===== src/rtl/div_pkg.sv =====
// Package div_pkg
// Shared parameters and types of the sequential divider.
// Assumes nothing beyond IEEE 1800-2017.
package div_pkg;
    localparam int unsigned DIV_W_DEF = 32;

    typedef enum logic [0:0] {
        CORE_IDLE = 1'b0,
        CORE_RUN  = 1'b1
    } core_state_e;
endpackage


===== src/rtl/div_sign_prep.sv =====
// Module div_sign_prep
// Turns the operands into magnitudes and decides whether the quotient
// must be negated. Purely combinational.
// Assumes: W >= 2; in unsigned mode the operands pass through unchanged.
module div_sign_prep #(
    parameter int unsigned W = div_pkg::DIV_W_DEF
) (
    input  logic         signed_i,
    input  logic [W-1:0] dvd_i,
    input  logic [W-1:0] dvs_i,
    output logic [W-1:0] mag_dvd_o,
    output logic [W-1:0] mag_dvs_o,
    output logic         neg_q_o
);
    localparam logic [W-1:0] ONE = W'(1);

    logic dvd_neg;
    logic dvs_neg;

    // sign of each operand, only meaningful in signed mode
    always_comb begin
        dvd_neg = signed_i & dvd_i[W-1];
        dvs_neg = signed_i & dvs_i[W-1];
    end

    // magnitudes and quotient sign
    always_comb begin
        mag_dvd_o = dvd_neg ? (~dvd_i + ONE) : dvd_i;
        mag_dvs_o = dvs_neg ? (~dvs_i + ONE) : dvs_i;
        neg_q_o   = dvd_neg ^ dvs_neg;
    end
endmodule


===== src/rtl/div_iter_core.sv =====
// Module div_iter_core
// Radix-2 restoring division of unsigned magnitudes, one quotient bit per
// clock over W cycles. fin_o marks the cycle whose edge stores the last
// bit, and quot_raw_o carries the complete quotient in that cycle.
// Assumes: load_i only while idle, and a non-zero divisor on load.
module div_iter_core #(
    parameter int unsigned W = div_pkg::DIV_W_DEF
) (
    input  logic         clk,
    input  logic         rst_n,
    input  logic         load_i,
    input  logic [W-1:0] dvd_i,
    input  logic [W-1:0] dvs_i,
    output logic         busy_o,
    output logic         fin_o,
    output logic [W-1:0] quot_raw_o
);
    import div_pkg::*;

    localparam int unsigned CNT_W = $clog2(W + 1);
    localparam logic [CNT_W-1:0] CNT_LOAD = CNT_W'(W);
    localparam logic [CNT_W-1:0] CNT_ONE  = CNT_W'(1);

    core_state_e      state;
    logic [CNT_W-1:0] cnt;
    logic [W-1:0]     rem;
    logic [W-1:0]     qsh;
    logic [W-1:0]     dvs;

    logic [W:0]       shifted;
    logic [W:0]       trial;
    logic             fits;
    logic [W-1:0]     rem_nx;
    logic [W-1:0]     q_nx;

    // one restoring step: shift in the next dividend bit and try to subtract
    always_comb begin
        shifted = {rem, qsh[W-1]};
        trial   = shifted - {1'b0, dvs};
        fits    = ~trial[W];
        rem_nx  = fits ? trial[W-1:0] : shifted[W-1:0];
        q_nx    = {qsh[W-2:0], fits};
    end

    // status towards the top
    always_comb begin
        busy_o     = (state == CORE_RUN);
        fin_o      = (state == CORE_RUN) && (cnt == CNT_ONE);
        quot_raw_o = q_nx;
    end

    // state, counter and datapath registers
    always_ff @(posedge clk) begin
        if (!rst_n) begin
            state <= CORE_IDLE;
            cnt   <= '0;
            rem   <= '0;
            qsh   <= '0;
            dvs   <= '0;
        end else if (state == CORE_IDLE) begin
            if (load_i) begin
                state <= CORE_RUN;
                cnt   <= CNT_LOAD;
                rem   <= '0;
                qsh   <= dvd_i;
                dvs   <= dvs_i;
            end
        end else begin
            rem <= rem_nx;
            qsh <= q_nx;
            cnt <= cnt - CNT_ONE;
            if (cnt == CNT_ONE) begin
                state <= CORE_IDLE;
            end
        end
    end

    AST_CORE_CNT_LIVE: assert property (@(posedge clk) disable iff (!rst_n)
        (state == CORE_RUN) |-> (cnt != '0));
    AST_CORE_FIN_ENDS: assert property (@(posedge clk) disable iff (!rst_n)
        fin_o |=> (state == CORE_IDLE));
    AST_CORE_NO_RELOAD: assert property (@(posedge clk) disable iff (!rst_n)
        load_i |-> (state == CORE_IDLE));
    AST_CORE_NONZERO_DVS: assert property (@(posedge clk) disable iff (!rst_n)
        (state == CORE_RUN) |-> (dvs != '0));
endmodule


===== src/rtl/div_zero_trap.sv =====
// Module div_zero_trap
// Holds the sticky divide-by-zero status and issues the exception
// request, gated by the enable and the inverted mask bit.
// Assumes: accept_i is high for exactly one edge per operation.
module div_zero_trap (
    input  logic clk,
    input  logic rst_n,
    input  logic accept_i,
    input  logic zero_i,
    input  logic exc_en_i,
    input  logic mask_i,
    output logic dz_o,
    output logic trap_o
);
    // status update on every accepted operation; trap is a single pulse
    always_ff @(posedge clk) begin
        if (!rst_n) begin
            dz_o   <= 1'b0;
            trap_o <= 1'b0;
        end else begin
            trap_o <= accept_i & zero_i & exc_en_i & ~mask_i;
            if (accept_i) begin
                dz_o <= zero_i;
            end
        end
    end

    AST_TRAP_NEEDS_DZ: assert property (@(posedge clk) disable iff (!rst_n)
        trap_o |-> dz_o);
    AST_TRAP_GATE: assert property (@(posedge clk) disable iff (!rst_n)
        trap_o |-> $past(exc_en_i && !mask_i));
    AST_DZ_HOLD: assert property (@(posedge clk) disable iff (!rst_n)
        !accept_i |=> $stable(dz_o));
    AST_TRAP_SINGLE: assert property (@(posedge clk) disable iff (!rst_n)
        trap_o && !$past(accept_i) |=> !trap_o);
endmodule


===== src/rtl/seq_divider.sv =====
// Module seq_divider
// Top of the sequential divider. It accepts an operation while idle,
// shortcuts a zero divisor, runs the restoring core otherwise and fixes
// the quotient sign on completion.
// Assumes: synchronous active-low reset; inputs stable around the edge.
module seq_divider #(
    parameter int unsigned W = div_pkg::DIV_W_DEF
) (
    input  logic         clk,
    input  logic         rst_n,
    input  logic         start_i,
    input  logic         signed_i,
    input  logic [W-1:0] dividend_i,
    input  logic [W-1:0] divisor_i,
    input  logic         exc_en_i,
    input  logic         trap_mask_i,
    output logic [W-1:0] quot_o,
    output logic         done_o,
    output logic         busy_o,
    output logic         dz_flag_o,
    output logic         trap_req_o
);
    localparam logic [W-1:0] ONE = W'(1);

    logic         accept;
    logic         dvs_zero;
    logic         core_load;
    logic [W-1:0] mag_dvd;
    logic [W-1:0] mag_dvs;
    logic         neg_q;
    logic         neg_q_r;
    logic         core_busy;
    logic         core_fin;
    logic [W-1:0] quot_raw;

    // acceptance: only while no iteration runs
    always_comb begin
        accept    = start_i & ~core_busy;
        dvs_zero  = (divisor_i == '0);
        core_load = accept & ~dvs_zero;
        busy_o    = core_busy;
    end

    div_sign_prep #(.W(W)) u_prep (
        .signed_i  (signed_i),
        .dvd_i     (dividend_i),
        .dvs_i     (divisor_i),
        .mag_dvd_o (mag_dvd),
        .mag_dvs_o (mag_dvs),
        .neg_q_o   (neg_q)
    );

    div_iter_core #(.W(W)) u_core (
        .clk        (clk),
        .rst_n      (rst_n),
        .load_i     (core_load),
        .dvd_i      (mag_dvd),
        .dvs_i      (mag_dvs),
        .busy_o     (core_busy),
        .fin_o      (core_fin),
        .quot_raw_o (quot_raw)
    );

    div_zero_trap u_trap (
        .clk      (clk),
        .rst_n    (rst_n),
        .accept_i (accept),
        .zero_i   (dvs_zero),
        .exc_en_i (exc_en_i),
        .mask_i   (trap_mask_i),
        .dz_o     (dz_flag_o),
        .trap_o   (trap_req_o)
    );

    // result register, completion pulse and the remembered quotient sign
    always_ff @(posedge clk) begin
        if (!rst_n) begin
            quot_o  <= '0;
            done_o  <= 1'b0;
            neg_q_r <= 1'b0;
        end else begin
            done_o <= (accept & dvs_zero) | core_fin;
            if (core_load) begin
                neg_q_r <= neg_q;
            end
            if (accept && dvs_zero) begin
                quot_o <= '0;
            end else if (core_fin) begin
                quot_o <= neg_q_r ? (~quot_raw + ONE) : quot_raw;
            end
        end
    end

    AST_DONE_IDLE: assert property (@(posedge clk) disable iff (!rst_n)
        done_o |-> !busy_o);
    AST_ZERO_QUOT: assert property (@(posedge clk) disable iff (!rst_n)
        (done_o && dz_flag_o) |-> (quot_o == '0));
    AST_BUSY_DZ_STABLE: assert property (@(posedge clk) disable iff (!rst_n)
        busy_o |=> $stable(dz_flag_o));
    AST_ZERO_NO_RUN: assert property (@(posedge clk) disable iff (!rst_n)
        (start_i && !busy_o && divisor_i == '0) |=> (!busy_o && done_o));
    AST_QUOT_HOLD: assert property (@(posedge clk) disable iff (!rst_n)
        !done_o && $past(!core_fin && !accept) |-> $stable(quot_o));
endmodule


===== config.mk =====
export PLATFORM = sky130hd
export DESIGN_NAME = seq_divider
export DESIGN_NICKNAME = d
export VERILOG_FILES = /design/src/rtl/div_pkg.sv /design/src/rtl/div_sign_prep.sv /design/src/rtl/div_iter_core.sv /design/src/rtl/div_zero_trap.sv /design/src/rtl/seq_divider.sv
export SDC_FILE = /design/constraint.sdc
export NUM_CORES = 1
export LEC_CHECK = 0
export BUFFER_PORTS_ARGS = -buffer_cell sky130_fd_sc_hd__buf_2
export CAP_MARGIN = 20
export CORE_MARGIN = 2
export CORE_UTILIZATION = 50
export CTS_CLUSTER_DIAMETER = 30
export DETAILED_ROUTE_END_ITERATION = 10
export HOLD_SLACK_MARGIN = 0.15
export PLACE_DENSITY_LB_ADDON = 0.1
export RECOVER_POWER = 100
export SYNTH_ARGS = -nofsm -noshare
export SYNTH_HDL_FRONTEND = slang
export SYNTH_HIERARCHICAL = 1
export SYNTH_SLANG_ARGS = --single-unit
export TNS_END_PERCENT = 100

===== constraint.sdc =====
create_clock -name clk -period 4.2 [get_ports clk]
set_input_delay 0 -clock clk [delete_from_list [all_inputs] [get_ports clk]]
set_output_delay 0 -clock clk [all_outputs]
set_load 0.01 [all_outputs]

==> run metrics, run 1 <==
run status complete, no violations; DIE AREA 21,200 um^2; final core occ 59.62%; core footprint 19,590 um^2; area growth from synthesis to layout 16.53%; design internal power 0.003821 W; DR vias 9,197; capturing element type of the critical path flop; crit-path max cell delay 0.40 ns; Clock Latency Late Sink 0.43 ns; dominant delay contributor by cell family on the critical path compound AO/OA/AOI/OAI gates; flops & latches, synth 139; most frequent cell on the critical path sky130_fd_sc_hd__inv_2; Antenna Violating Nets Remaining 0; Num CTS Buffers 17; iteration-0 DRC count of the detailed router 702; switching share of power 40.75%; CP cell instances inv_2 > ha_4 > inv_2 > fa_2 > a21o_1 > a221o_1 > a221oi_2 > and3_4 > nor2_4 > a211oi_4 > xnor2_4 > inv_2 > ha_4 > nor3b_4 > nand4_1 > buf_6 > o41ai_4 > xor2_1 > a211oi_2; Syn Inst Count 1,271; required time of the critical path 4.48 ns; average wire per cell in the routed design 16.05 um; die boundary height 145.6 um; Antenna Cells 0; share of total power in sequential cells 24.5%; clock tree from TritonCTS done; EDFF count, synth 0; clock network fraction of total power 22.2%; post-synthesis instance area 10,020 um^2; I/O pin total 106; most area-consuming cells after synthesis sky130_fd_sc_hd__dfxtp_1 (28%), sky130_fd_sc_hd__mux2i_1 (6.8%), sky130_fd_sc_hd__nand2_1 (6.5%); crit path max-delay cell type sky130_fd_sc_hd__a221o_1; number of global-route vias before repair 8,259; most frequent cells in the layout sky130_fd_sc_hd__nand2_1 (173), sky130_fd_sc_hd__dfxtp_1 (136), sky130_fd_sc_hd__o21ai_0 (73), sky130_fd_sc_hd__nor2_1 (72); post-detailed-route DRC marker count 0; share of flip-flops with an asynchronous set or reset after synthesis 0%; largest net degree at the start of global routing 80; Port Buffer Count 105; post-synth cell types 72; endpoints failing hold 0; power after layout 0.006448 W; fill cell count 1,845; worst reg-to-reg path cell count 19; Setup Viol. Count Final 0; normalized max-slew margin 4.064%; Max Fclk 0.2405 GHz; Detailed Routing Iterations Pass 1 5; Hold Path Depth 5; Synthesized Nets 1,379; aggregate global routing overflow 0; # nets final 1,474; CP Max Fanout 6; total routed wirelength 26,390 um; critical path arrival 4.44 ns; reported net switching power 0.002627 W; most common cell after layout, fill and taps aside sky130_fd_sc_hd__nand2_1; Starting Density 51.17%; maximum buffer depth of the clock tree 2; CP Depth 19; number of antenna violations at the first check in global routing 0; CP Buf/Inv Count 4; first-pass GRT wire length 43,150 um; clock transition at the registers of the reported paths 0.06 ns; max capacitance violation total 0; critical setup path kind flop to flop; startpoint type of the worst setup path flop; Worst Max-Slew Pin Slew 1.439 ns; via count normalized by instance count 5.594; fraction of synthesized cell area taken by the top area cell type 27.76%; H-tree Lvls 4; library cell occupying the most area in the post-synthesis netlist sky130_fd_sc_hd__dfxtp_1; Row Count 51; setup repair after global routing missed its margin true; Horiz. Die Dim 145.6 um; Sinks on Clock Net 139; sequential element share of the synthesized area 27.76%; half-perimeter wire length after placement 18,740 um; minimum clock period 4.158 ns; Yosys warning total 6; type of the worst min-delay path primary input to flop; Clock Skew 0.01125 ns; Pwr per Cell Area 552.0 nW/um^2; Mapped Avg Cell Area 7.886 um^2; clock tree root buffer cell sky130_fd_sc_hd__clkbuf_16; aggregate global-route resource usage 24.57%; share of total power in combinational logic 53.2%; Max VDD drop 0.3574 mV; part of the cycle the worst path needs 99.01%; Leakage 4.408 nW; commonest register cell after synthesis sky130_fd_sc_hd__dfxtp_1; number of slew-limit violations in the final report 0; summed negative setup slack over all endpoints 0 ns; share of cells above drive strength 1 12.33%; global placement routability congestion 0.9353
per-layer routing:
metal / up-vias / share of wire (%) / global-route usage (%)
li1: 4670 / - / -
met1: 4232 / 54 / 39.96
met3: 25 / 5.2 / 4.201
met4: 0 / 1.2 / 5.539
met2: 270 / 39 / 32.91
met5: - / 0 / 0
logic make-up after synthesis:
kind of cell	synth area share (%)
compound gates	21.33
fa+ha+maj	4.818
flops	27.76
mux	6.791
buf+inv	7.327
simple gates	21.73
xor+xnor	10.24
through the flow:
stage | std cells | cell area [um^2] | hold slack (ns) | setup WS (ns)
global route | 1644 | 11680 | 0.1984 | -0.2024
CTS | 1637 | 11570 | 0.1509 | 0.01822
detailed placement | 1552 | 10470 | 0.2607 | -0.003050
global placement | 1551 | 10460 | 0.2589 | 0.1080
finish | 1644 | 11680 | 0.1606 | 0.04155
floorplan | 1271 | 10040 | 0.07238 | 0.02622
Yosys cell counts (all sizes together) (17+ instances only):
library cell	n
nand2	173
dfxtp	139
o21ai	98
nor2	74
mux2i	68
xor2	65
clkbuf	60
inv	51
xnor2	50
a21oi	42
buf	42
and2	40
ha	37
a21boi	34
a211oi	33
o31ai	24
nor3	23
nor4	22
a31oi	18
nand4	18
a21o	17
nand3	17
cell type report:
class,instances,area [um^2],area share [%]
Tap cell,265,331.6,2.839
Multi-Input combinational cell,979,6646,56.90
Inverter,51,191.4,1.639
Clock buffer,17,425.4,3.642
Sequential cell,139,2786,23.86
Clock inverter,15,128.9,1.103
Timing Repair Buffer,178,1170,10.02
worst register-to-register path, cell delays in order (launching register included):
cell                       delay (ns)
sky130_fd_sc_hd__dfxtp_2         0.32
sky130_fd_sc_hd__inv_2           0.07
sky130_fd_sc_hd__ha_4            0.13
sky130_fd_sc_hd__inv_2           0.04
sky130_fd_sc_hd__fa_2            0.37
sky130_fd_sc_hd__a21o_1          0.22
sky130_fd_sc_hd__a221o_1         0.40
sky130_fd_sc_hd__a221oi_2        0.31
sky130_fd_sc_hd__and3_4          0.26
sky130_fd_sc_hd__nor2_4          0.05
sky130_fd_sc_hd__a211oi_4        0.29
sky130_fd_sc_hd__xnor2_4         0.15
sky130_fd_sc_hd__inv_2           0.10
sky130_fd_sc_hd__ha_4            0.14
sky130_fd_sc_hd__nor3b_4         0.22
sky130_fd_sc_hd__nand4_1         0.15
sky130_fd_sc_hd__buf_6           0.21
sky130_fd_sc_hd__o41ai_4         0.28
sky130_fd_sc_hd__xor2_1          0.22
sky130_fd_sc_hd__a211oi_2        0.10
final timing paths:
kind / slack, ns / from / endpoint
worst max-delay path: 0.04 / u_core/qsh[31] / quot_o[24]
worst max register to register: 0.04 / u_core/qsh[31] / quot_o[24]
worst min register to register: 0.47 / u_core/dvs[6] / u_core/dvs[6]
worst min-delay path: 0.16 / dividend_i[18] / u_core/qsh[18]
power groups by stage:
stage	Sequential, W	Clock, W	Combinational (W)
2_1_floorplan	0.00155	0	0.00262
3_3_place_gp	0.00160	0	0.00308
4_1_cts	0.00158	0.00146	0.00317
5_1_grt	0.00160	0.00152	0.00380
6_report	0.00158	0.00143	0.00343
3_5_place_dp	0.00160	0	0.00310
sequential cells by signal (all words and copies together), names as in the netlist:
register,cells
done_o,1
neg_q_r,1
quot_o,32
u_core/busy_o,1
u_core/cnt,6
u_core/dvs,32
u_core/qsh,32
u_core/rem,32
u_trap/dz_o,1
u_trap/trap_o,1
timing repair:
action,CTS,global route
endpoints found under the hold margin,44,0
setup endpoints to repair,3,20
hold buffers,52,0
buffers inserted,1,6
resized for setup,2,23
pin swaps,1,16
No activity file was read; power rests on OpenSTA's default activity.
==> run 2, diff against run 1 <==
==> constraint.sdc (replaced) <==
create_clock -name clk -period 4.2 [get_ports clk]
set_input_delay 0 -clock clk [delete_from_list [all_inputs] [get_ports clk]]
set_output_delay 0 -clock clk [all_outputs]
set_load 0.005 [all_outputs]
==> run 2 against run 1 <==
Fmax decreased by 0.14%. Via count is 0.16% higher. Non-clock buffer count unchanged. Die area unchanged. Highest routed layer unchanged. Core utilization is 0.10 points higher. Register-to-register slack about the same. Largest cell class unchanged. Sequential share of layout area barely moved. Power hardly changed. Combinational power is essentially flat. Worst setup slack worse by 0.0058 ns. Hold slack improved by 0.0066 ns. Cell count unchanged. Largest power group unchanged.
==> run metrics, run 2 (synthesized netlist as in run 1, its figures left out) <==
critical path arrival 4.45 ns; Worst Max-Slew Pin Slew 1.439 ns; reported net switching power 0.002623 W; part of the cycle the worst path needs 99.15%; DR vias 9,212; switching share of power 40.70%; startpoint type of the worst setup path flop; total placed cells including tap cells 1,552; share of total power in sequential cells 24.6%; average wire per cell in the routed design 16.06 um; minimum clock period 4.164 ns; Leakage 4.478 nW; endpoints failing hold 0; maximum buffer depth of the clock tree 2; max capacitance violation total 0; final core occ 59.72%; number of global-route vias before repair 8,259; critical setup path kind flop to flop; Antenna Violating Nets Remaining 0; Num CTS Buffers 17; Detailed Routing Iterations Pass 1 5; run status complete, no violations; capturing element type of the critical path flop; final cell count without fillers 1,644; most frequent cells in the layout sky130_fd_sc_hd__nand2_1 (173), sky130_fd_sc_hd__dfxtp_1 (136), sky130_fd_sc_hd__buf_2 (84), sky130_fd_sc_hd__o21ai_0 (73), sky130_fd_sc_hd__nor2_1 (72); most common cell after layout, fill and taps aside sky130_fd_sc_hd__nand2_1; Max VDD drop 0.3567 mV; clock tree from TritonCTS done; Horiz. Die Dim 145.6 um; clock network fraction of total power 22.2%; half-perimeter wire length after placement 18,740 um; setup repair after global routing missed its margin true; Clock Latency Late Sink 0.43 ns; iteration-0 DRC count of the detailed router 703; type of the worst min-delay path primary input to flop; area growth from synthesis to layout 16.73%; die boundary height 145.6 um; number of antenna violations at the first check in global routing 0; post-route worst hold slack 0.1671 ns; Row Count 51; global placement routability congestion 0.9353; Antenna Cells 0; number of slew-limit violations in the final report 0; clock transition at the registers of the reported paths 0.06 ns; first-pass GRT wire length 43,150 um; fill cell count 1,834; via count normalized by instance count 5.603; Sinks on Clock Net 139; total routed wirelength 26,400 um; area used by multi-input combinational logic 6646 um^2; power after layout 0.006444 W; Starting Density 51.17%; Port Buffer Count 105; # nets final 1,474; H-tree Lvls 4; required time of the critical path 4.48 ns; share of total power in combinational logic 53.2%; CP Max Fanout 6; post-detailed-route DRC marker count 0; design internal power 0.003822 W; aggregate global-route resource usage 24.57%; core footprint 19,590 um^2; aggregate global routing overflow 0; Setup Viol. Count Final 0; Max Fclk 0.2401 GHz; Reg area 2786 um^2; Clock Skew 0.01111 ns; normalized max-slew margin 4.068%; DIE AREA 21,200 um^2; Pwr per Cell Area 550.8 nW/um^2; clock tree root buffer cell sky130_fd_sc_hd__clkbuf_16; largest net degree at the start of global routing 80; I/O pin total 106; share of cells above drive strength 1 13.49%
[run 2: power groups by stage]
stage | clock network [W] | registers [W] | logic, W
after floorplan | 0 | 0.00154 | 0.00262
after global placement | 0 | 0.00160 | 0.00308
after detailed placement | 0 | 0.00160 | 0.00309
after CTS | 0.00146 | 0.00158 | 0.00317
after global routing | 0.00152 | 0.00160 | 0.00380
final | 0.00143 | 0.00158 | 0.00343
[run 2: final timing paths]
| path | depth (start not counted) | slack, ns | from | end |
|---|---|---|---|---|
| setup / recovery | 19 | 0.04 | u_core/qsh[31] | quot_o[24] |
| setup reg to reg | 19 | 0.04 | u_core/qsh[31] | quot_o[24] |
| hold reg to reg | 2 | 0.47 | u_core/dvs[6] | u_core/dvs[6] |
| hold / removal | 5 | 0.17 | dividend_i[18] | u_core/qsh[18] |
[run 2: layout make-up]
class	count	area share, %
Multi-Input combinational cell	979	56.81
Inverter	51	1.636
Clock inverter	15	1.101
Tap cell	265	2.834
Timing Repair Buffer	178	10.17
Clock buffer	17	3.636
Sequential cell	139	23.82
[run 2: through the flow]
stage	setup slack [ns]	area, um^2	TNS (ns)
floorplan	0.02622	10040	0
global placement	0.1080	10460	0
detailed placement	-0.003050	10470	-0.003050
CTS	0.01822	11570	0
global route	-0.2024	11700	-0.8426
finish	0.03571	11700	0
[run 2: per-layer routing]
layer	track usage (%)	vias to the layer above	part of all wire [%]
met4	5.539	0	1.2
met2	32.91	285	39
met3	4.201	25	5.9
met1	39.96	4234	54
met5	0	-	0
li1	-	4668	-
[run 2: worst max-delay path, cell delays in order, from the launching register on]
cell,delay [ns]
sky130_fd_sc_hd__dfxtp_2,0.32
sky130_fd_sc_hd__inv_2,0.07
sky130_fd_sc_hd__ha_4,0.13
sky130_fd_sc_hd__inv_2,0.04
sky130_fd_sc_hd__fa_2,0.37
sky130_fd_sc_hd__a21o_1,0.22
sky130_fd_sc_hd__a221o_1,0.40
sky130_fd_sc_hd__a221oi_2,0.31
sky130_fd_sc_hd__and3_4,0.26
sky130_fd_sc_hd__nor2_4,0.05
sky130_fd_sc_hd__a211oi_4,0.29
sky130_fd_sc_hd__xnor2_4,0.15
sky130_fd_sc_hd__inv_2,0.10
sky130_fd_sc_hd__ha_4,0.14
sky130_fd_sc_hd__nor3b_4,0.22
sky130_fd_sc_hd__nand4_1,0.15
sky130_fd_sc_hd__buf_6,0.21
sky130_fd_sc_hd__o41ai_4,0.28
sky130_fd_sc_hd__xor2_1,0.22
sky130_fd_sc_hd__a211oi_2,0.10
[run 2: timing repair]
| action | CTS | global route |
|---|---|---|
| setup buffers | 1 | 6 |
| endpoints found under the setup margin | 3 | 20 |
| gates resized for setup | 2 | 23 |
| endpoints found under the hold margin | 44 | 0 |
| pin swaps | 1 | 16 |
| hold buffers | 52 | 0 |
==> run 3, diff against run 2 <==
--- a/config.mk
+++ b/config.mk
@@ -5,6 +5,7 @@
 export SDC_FILE = /design/constraint.sdc
 export NUM_CORES = 1
 export LEC_CHECK = 0
+export ABC_AREA = 1
 export BUFFER_PORTS_ARGS = -buffer_cell sky130_fd_sc_hd__buf_2
 export CAP_MARGIN = 20
 export CORE_MARGIN = 2
==> run 3 against run 2 <==
Worst setup slack better by 0.48 ns. Synthesized cell count up 65%. Critical path type is now primary input to flop. Power up 39%. Final area up 16%.
==> run metrics, run 3 <==
post-synthesis share of cell area spent on full adders, half adders and majority gates 4.057%; critical path arrival 4.06 ns; Placement Cell Area 12,370 um^2; most area-consuming cells after synthesis sky130_fd_sc_hd__dfxtp_1 (23%), sky130_fd_sc_hd__nand2_1 (23%), sky130_fd_sc_hd__inv_1 (9.8%); area growth from synthesis to layout 13.75%; total routed wirelength 34,740 um; Horiz. Die Dim 158.3 um; flops & latches, synth 139; sequential element share of the synthesized area 23.38%; aggregate global routing overflow 0; critical path capture point u_core/qsh[2]; post-detailed-route DRC marker count 0; post-layout instance area 13,540 um^2; global placement routability congestion 0.9524; startpoint type of the worst setup path primary input; commonest register cell after synthesis sky130_fd_sc_hd__dfxtp_1; iteration-0 DRC count of the detailed router 1,067; crit-path max cell delay 1.08 ns; synthesized-area fraction occupied by ao, oa, aoi and oai cells 11.07%; clock transition at the registers of the reported paths 0.07 ns; number of antenna violations at the first check in global routing 0; most used standard cell by instance count after synthesis sky130_fd_sc_hd__nand2_1; library cell occupying the most area in the post-synthesis netlist sky130_fd_sc_hd__dfxtp_1; largest net degree at the start of global routing 61; average wire per cell in the routed design 13.72 um; post-synthesis xor/xnor area fraction 3.237%; Sinks on Clock Net 139; commonest cells in the netlist sky130_fd_sc_hd__nand2_1 (736), sky130_fd_sc_hd__inv_1 (312), sky130_fd_sc_hd__nor2_1 (233); part of the cycle the worst path needs 87.84%; via count normalized by instance count 5.017; area used by multi-input combinational logic 7274 um^2; Detailed Routing Iterations Pass 1 5; # nets final 2,309; minimum clock period 3.689 ns; Antenna Cells 0; clock tree root buffer cell sky130_fd_sc_hd__clkbuf_16; Max Fclk 0.2711 GHz; post-synthesis simple-gate area fraction 43.25%; Row Count 56; I/O pin total 106; number of global-route vias before repair 10,990; Starting Density 50.87%; normalized max-slew margin 2.678%; endpoints failing hold 0; critical setup path kind primary input to flop; summed negative setup slack over all endpoints 0 ns; most common cell after layout, fill and taps aside sky130_fd_sc_hd__nand2_1; half-perimeter wire length after placement 26,450 um; post-synth cell types 47; H-tree Lvls 4; Pwr per Cell Area 663.3 nW/um^2; maximum buffer depth of the clock tree 2; first-pass GRT wire length 55,660 um; CP Max Fanout 33; type of the worst min-delay path primary input to flop; number of slew-limit violations in the final report 0; register-to-register setup slack 0.57 ns; Num CTS Buffers 17; Worst Max-Slew Pin Slew 1.456 ns; Port Buffer Count 105; most frequent cells in the layout sky130_fd_sc_hd__nand2_1 (741), sky130_fd_sc_hd__inv_1 (312), sky130_fd_sc_hd__nor2_1 (234), sky130_fd_sc_hd__dfxtp_1 (139), sky130_fd_sc_hd__nand3_1 (129); destination of the worst register-to-register timing path quot_o[20]; final cell count without fillers 2,533; combinational family with the most area after synthesis simple AND/OR/NAND/NOR gates; DIE AREA 25,060 um^2; post-synthesis instance area 11,900 um^2; Clock Skew 0.01156 ns; DR vias 12,710; aggregate global-route resource usage 28.00%; worst reg-to-reg path cell count 25; CP cell instances dlygate4sd3_1 > clkbuf_1 > nor2_1 > nand4_1 > dlygate4sd3_1 > nor3_4 > nor3_1 > nor2_2 > clkbuf_2 > a22oi_1 > nand2_1 > nand2_1 > inv_1; max capacitance violation total 0; fill cell count 2,444; r2r startpoint u_core/qsh[31]; share of cell area taken by muxes after synthesis 0%; required time of the critical path 4.57 ns; share of flip-flops with an asynchronous set or reset after synthesis 0%; die boundary height 158.3 um; crit path max-delay cell type sky130_fd_sc_hd__nor2_2; share of cells above drive strength 1 9.440%; Syn Inst Count 2,092; fraction of synthesized cell area taken by the top area cell type 23.38%; core footprint 23,400 um^2; Clock Latency Late Sink 0.42 ns; total placed cells including tap cells 2,433; Reg area 2783 um^2; Max VDD drop 0.5087 mV; capturing element type of the critical path flop; EDFF count, synth 0; Setup crit start divisor_i[2]; setup repair after global routing missed its margin false; Yosys warning total 6; run status complete, no violations; Mapped Avg Cell Area 5.690 um^2; Synthesized Nets 2,200; Leakage 7.057 nW; Antenna Violating Nets Remaining 0; clock tree from TritonCTS done; Setup Viol. Count Final 0
-- run 3: how the worst min path moves through the flow --
stage                  startpoint             end  slack (ns)  cells after the start
global placement      trap_mask_i   u_trap/trap_o        0.25                      4
CTS                 dividend_i[4]   u_core/qsh[4]        0.16                      7
global route        dividend_i[4]   u_core/qsh[4]        0.22                      7
detailed placement       exc_en_i   u_trap/trap_o        0.26                      3
finish              divisor_i[22]  u_core/dvs[22]        0.18                      5
floorplan                   rst_n     u_trap/dz_o        0.13                      2
-- run 3: area by class of cell --
class                   instances  share of cell area, %
clock buffers                  19                  3.271
well taps                     319                  2.948
repair buffers                184                  9.148
multi-input cells            1533                  53.72
inverters                     326                  9.037
flip-flops and latches        139                  20.55
clock inverters                13                  1.321
-- run 3: power breakdown --
part / total, W / internal (W) / switching (W)
Clock: 0.00160 / 0.000967 / 0.000637
Sequential: 0.00169 / 0.00151 / 0.000180
Combinational: 0.00569 / 0.00183 / 0.00386
Total: 0.00898 / 0.00431 / 0.00468
-- run 3: metal layers --
layer / wire length (um) / GRT usage, %
met1: 17970 / 43.51
met2: 13820 / 40.48
met3: 2562 / 4.192
met4: 390 / 5.749
met5: 0 / 0
-- run 3: kinds of logic after synthesis --
family	after synthesis
AO/OA/AOI/OAI	230
XOR/XNOR	44
adder cells (fa/ha/maj)	38
buffers and inverters	420
flip-flops	139
AND/OR/NAND/NOR	1221
-- run 3: timing repair --
item,in CTS,in global routing
gates resized for setup,0,0
hold buffers,68,0
buffers inserted,0,0
setup endpoints to repair,0,0
hold endpoints to repair,74,0
-- run 3: per-stage QoR --
stage	utilization (%)	setup WS (ns)	hold slack (ns)	total power [W]
final	57.86	0.5109	0.1818	0.008982
after global routing	57.86	0.1926	0.2170	0.009618
after CTS	58.40	0.6654	0.1598	0.01083
after detailed placement	52.84	0.7080	0.2554	0.009138
after global placement	52.84	0.8240	0.2517	0.009045
after floorplan	-	1.083	0.1345	0.007693
-- run 3: critical path: cells and delay by family --
family	cells	cell delay (ns)
and+or+nand+nor	7	2.01
buffers and inverters	5	1.85
AOI/OAI and AO/OA	1	0.14
